===== config.mk =====
export PLATFORM = sky130hd
export DESIGN_NAME = bpm_euler
export DESIGN_NICKNAME = d
export VERILOG_FILES = /design/src/rtl/bpm_euler.sv
export SDC_FILE = /design/constraint.sdc
export NUM_CORES = 2
export LEC_CHECK = 0
export BUFFER_PORTS_ARGS = -buffer_cell sky130_fd_sc_hd__buf_2
export CAP_MARGIN = 25
export CORE_MARGIN = 5
export CORE_UTILIZATION = 25
export DETAILED_ROUTE_END_ITERATION = 10
export PLACE_DENSITY_LB_ADDON = 0.1
export SLEW_MARGIN = 25
export SYNTH_ARGS = -nofsm -noshare
export SYNTH_HDL_FRONTEND = slang
export SYNTH_SLANG_ARGS = --single-unit

===== constraint.sdc =====
create_clock -name vclk -period 21.2
set_clock_uncertainty 0.1 [all_clocks]
set_input_delay 3.18 -clock vclk [all_inputs]
set_output_delay 3.18 -clock vclk [all_outputs]
set_load 0.01 [all_outputs]

===== src/rtl/bpm_euler.sv =====
module bpm_euler #(
    parameter int unsigned W   = 28,
    parameter int unsigned CW  = 18,
    parameter int unsigned SHW = 6
) (
    input  logic signed [W-1:0]   acc,
    input  logic signed [CW-1:0]  gain,
    input  logic signed [W:0]     drive,
    input  logic        [SHW-1:0] sh,
    input  logic                  hold,
    output logic signed [W-1:0]   nxt,
    output logic                  sat
);
    localparam int unsigned PW   = CW + W + 1;
    localparam int unsigned SUMW = PW + 1;
    localparam logic signed [SUMW-1:0] HI =
        $signed({{(SUMW-W+1){1'b0}}, {(W-1){1'b1}}});
    localparam logic signed [SUMW-1:0] LO = -HI - 1;

    logic signed [PW-1:0]   prod;
    logic signed [PW-1:0]   inc;
    logic signed [SUMW-1:0] sum;

    always_comb begin
        prod = PW'(gain) * PW'(drive);
        inc  = prod >>> sh;
        sum  = SUMW'(acc) + SUMW'(inc);
        sat  = 1'b0;
        if (hold) begin
            nxt = acc;
        end else if (sum > HI) begin
            nxt = HI[W-1:0];
            sat = 1'b1;
        end else if (sum < LO) begin
            nxt = LO[W-1:0];
            sat = 1'b1;
        end else begin
            nxt = sum[W-1:0];
        end
    end
endmodule


* Yosys cells after proc, flatten, opt, wreduce, memory -nomap -nowiden *
Cells that the tools add are included.

operators by class
  order comparisons = 2
  shift-type cells = 1
  muxes and demuxes = 6
  $add $sub $neg = 1
  $mul = 1

operator list
  operator              number
  $mux 28               3
  $add 28x47->48        1
  $gt 48x28->1 const B  1
  $lt 48x28->1 const B  1
  $mul 18x29->47        1
  $sshr 47x6->47        1
  $mux 1                3

storage, ports and cells
  word-level logic and storage cells = 11
  output and inout bits = 29
  bits of input ports = 82
  register bits = 0

* Logic depth before layout (Yosys ltp) *
  depth in word-level cells = 7
  depth in mapped cells = 44
  gate-level depth less buffers = 39

* Least setup slack after synthesis *
Ideal clock, no wire load.

  path type = input-to-output
  start = in drive[28]
  end = out nxt[10]
  stages on the path = 37
  path slack = 4.355 ns
  arrival time = 13.565 ns
  buffers on the path = 4
  cell sequence = clkbuf_1 > clkbuf_1 > nand2_1 > fa_1 > inv_1 > fa_1 > inv_1 > fa_1 > fa_1 > fa_1 > fa_1 > inv_1 > ha_1 > clkbuf_1 > nand2_1 > or3_1 > or3_1 > o221ai_1 > nor2_2 > xnor2_1 > mux4_2 > mux4_2 > and2_0 > o21a_1 > ha_1 > nand3_1 > or3_1 > o221a_4 > a31oi_4 > a211oi_4 > a211o_1 > or4_1 > or4_4 > nor4_4 > or3_4 > buf_6 > o311ai_1

on the way
  cells in the longest elaborated chain, start to end = 7
  elaborated cells between the ends (all ways) = 8
  those cells by class = add/sub: 1; mul: 1; order compare: 2; shift: 1; mux: 3

RTL lines
  item                line  text
  start, declared     8     input logic signed [W:0] drive,
  $mul 18x29->47 (*)  25    prod = PW'(gain) * PW'(drive);
  $sshr 47x6->47 (*)  26    inc = prod >>> sh;
  $add 28x47->48 (*)  27    sum = SUMW'(acc) + SUMW'(inc);
  $lt 48x28->1        34    end else if (sum < LO) begin
  $mux 28             34
  $mux 28 (*)         31    end else if (sum > HI) begin
  $mux 28 (*)         29    if (hold) begin
  end, declared       11    output logic signed [W-1:0] nxt,

Mark *: on every way between the ends. The rest lies on a longest branch, timed or not.

* Worst setup path in the final report *
  start = in gain[3]
  end = out nxt[17]

on the way
  cells in the longest elaborated chain, start to end = 7
  elaborated cells between the ends (all ways) = 8
  those cells by class = add/sub: 1; mul: 1; order compare: 2; shift: 1; mux: 3

RTL lines
  item                line  text
  start, declared     7     input logic signed [CW-1:0] gain,
  $mul 18x29->47 (*)  25
  $sshr 47x6->47 (*)  26
  $add 28x47->48 (*)  27
  $lt 48x28->1        34
  $mux 28             34
  $mux 28 (*)         31
  $mux 28 (*)         29

Marks and branches as above.

==> flow_summary.ini <==
[setup_path]
startpoint_types = input port
crit_required_ps = 17920
critical_path.max_stage_delay_ps = 820
largest_fanout_on_the_critical_path = 29
worstSetupPathType = input port to output port
cp.buffers_inverters = 5
arrival_time_worst_endpoint_ps = 16120
critical-path-top-delay-family = adder cells
crit_top_cell = fa_1
slowest_stage = a21boi_0
end_kind = output port

[timing]
grt_setup_unrepaired = no
hold_violations = 0
setup_tns_ps = 0
setup_ws_post_layout_ps = 1800
timing.slew.headroom_pct = 30.6
period_needed_ps = 19400
finalSetupViolCount = 0
share_of_the_clock_period_used_by_the_worst_path_pct = 91.5
final_max_slew_viol_count = 0
f_max_mhz = 51.5
worstMarginPinSlew_ps = 1010

[yosys]
synth_top_cells_by_area = fa_1 38%, inv_1 8.1%, ha_1 7.7%
synth_fp_nets = 4021
fraction_of_the_yosys_area_taken_by_sequential_cells_pct = 0
mappedNetlistArea_mm2 = 0.0264
synthesis.instances = 3271
synth_top_cell_by_area = fa_1
number_of_distinct_library_cell_variants_in_the_gate_level_netlist_after_synthesis = 95
synth_top_area_share_pct = 38.4
mean_instance_size_in_the_synthesized_netlist_um2 = 8.07
total_of_warnings_raised_by_yosys = 0

[floorplan]
io_pins = 111
die_area_mm2 = 0.112
die_h_um = 335
placement_rows = 119
initial_core_util_pct = 25.1
floorplan.core_area_mm2 = 0.105
die_width_um = 335

[clocking]
cts_resized = 0
cts_hold_repair.buffers = 0
cts_setup_buffers = 0

[global_routing]
grt_max_degree = 63
first_pass_grt_wire_length_mm = 155
antenna_found_initial = 5
first_global_vias = 25000
globalRouteTotalUtil_pct = 17.6
globalRouteOverflowTotal = 0

[placed_design]
place_hpwl_mm = 79.9
buffer_ports.inserted = 111
place_ws_ps = 1890
gp_congestion = 0.834

[cells_and_area]
area_growth_syn_to_layout_pct = 6.35
flops_and_latches = 0
layout.cells.most_common_list = 568 x inv_1, 506 x fa_1, 395 x nand2_1, 276 x and2_1, 165 x a21oi_1
layout.area.seq_um2 = 0
layout_commonest_cell = inv_1
finish.net_count = 3960
drive_gt1_share_pct = 6.48
n_clock_buffer = 0

[route]
drt-wirelength-per-cell_um = 21.5
dr.first_iter.drc_count = 1402
detail_route.vias_per_cell = 4.94
drc_errors = 0
total_wire_length_mm = 99.0
vias = 22700
detail-route-antenna-nets = 0
first_drt_pass_iteration_count = 6

[hold_path]
startpoint_of_the_worst_hold_path = acc[10]
holdPathStages = 4
hold-path-endpoint = nxt[10]
hold_class = input port to output port

[job]
cap_violations = 0

[status]
result_of_the_run = finished, final reports clean
==> kinds of logic (layout without fill, tap and decap cells) <==
kind of cell	Yosys count	after routing	share of synthesized area, %
other cells	0	2	0
buf+inv	765	702	11.0
mux	81	81	4.25
compound gates	627	627	16.5
fa+ha+maj	668	668	46.0
xor+xnor	71	71	2.36
simple gates	1059	1059	19.9
==> cell usage after synthesis (15+ instances only) <==
cell,n
o211ai_1,21
mux2i_1,40
a211o_1,17
a31oi_1,26
a21oi_1,165
nand2_1,395
ha_1,162
nand4_1,26
or3_1,22
a21o_1,38
clkbuf_1,162
and2_1,276
nor2_1,149
o221ai_1,15
buf_2,15
mux4_2,23
a211oi_1,25
nand2b_1,17
inv_1,569
nor3_1,55
xnor2_1,50
nand3_1,48
o21ai_0,90
o21a_1,25
o311ai_1,23
fa_1,506
mux2_2,18
and3_1,19
xor2_1,21
==> stage by stage <==
step | cell area, um^2 | hold WS (ps) | std cells | util (%)
2_1_floorplan | 26400 | 6410 | 3271 | -
4_1_cts | 28100 | 6610 | 4599 | 26.7
3_5_place_dp | 28100 | 6600 | 4599 | 26.7
5_1_grt | 28100 | 6630 | 4599 | 26.7
6_report | 28100 | 6600 | 4601 | 26.7
3_3_place_gp | 28100 | 6610 | 4599 | 26.7
==> worst max-delay path by stage <==
stage / from / to / slack [ps] / depth (start not counted)
2_1_floorplan: drive[28] / nxt[10] / 4360 / 37
3_3_place_gp: gain[10] / nxt[14] / 1860 / 39
3_5_place_dp: gain[10] / nxt[14] / 1890 / 39
4_1_cts: gain[3] / nxt[14] / 1850 / 36
5_1_grt: gain[3] / nxt[20] / 1070 / 36
6_report: gain[3] / nxt[17] / 1800 / 36
==> area by class of cell <==
cell class                 count  area, um^2
timing repair buffer         127         676
inverter                     575        2160
multi-input combinational   2506       23500
antenna                        2        5.00
tap                         1391        1740
fill                       11700       77000
==> metal layers <==
layer	GRT usage (%)	routed length, um
met5	0	0
met4	2.99	2070
met3	1.02	2830
met1	24.0	45700
met2	31.2	48400
==> tightest hold or removal path, delay by kind of cell <==
kind	cells	cell delay, ps
buffers and inverters	2	220
AO/OA/AOI/OAI	1	70
AND/OR/NAND/NOR	1	50
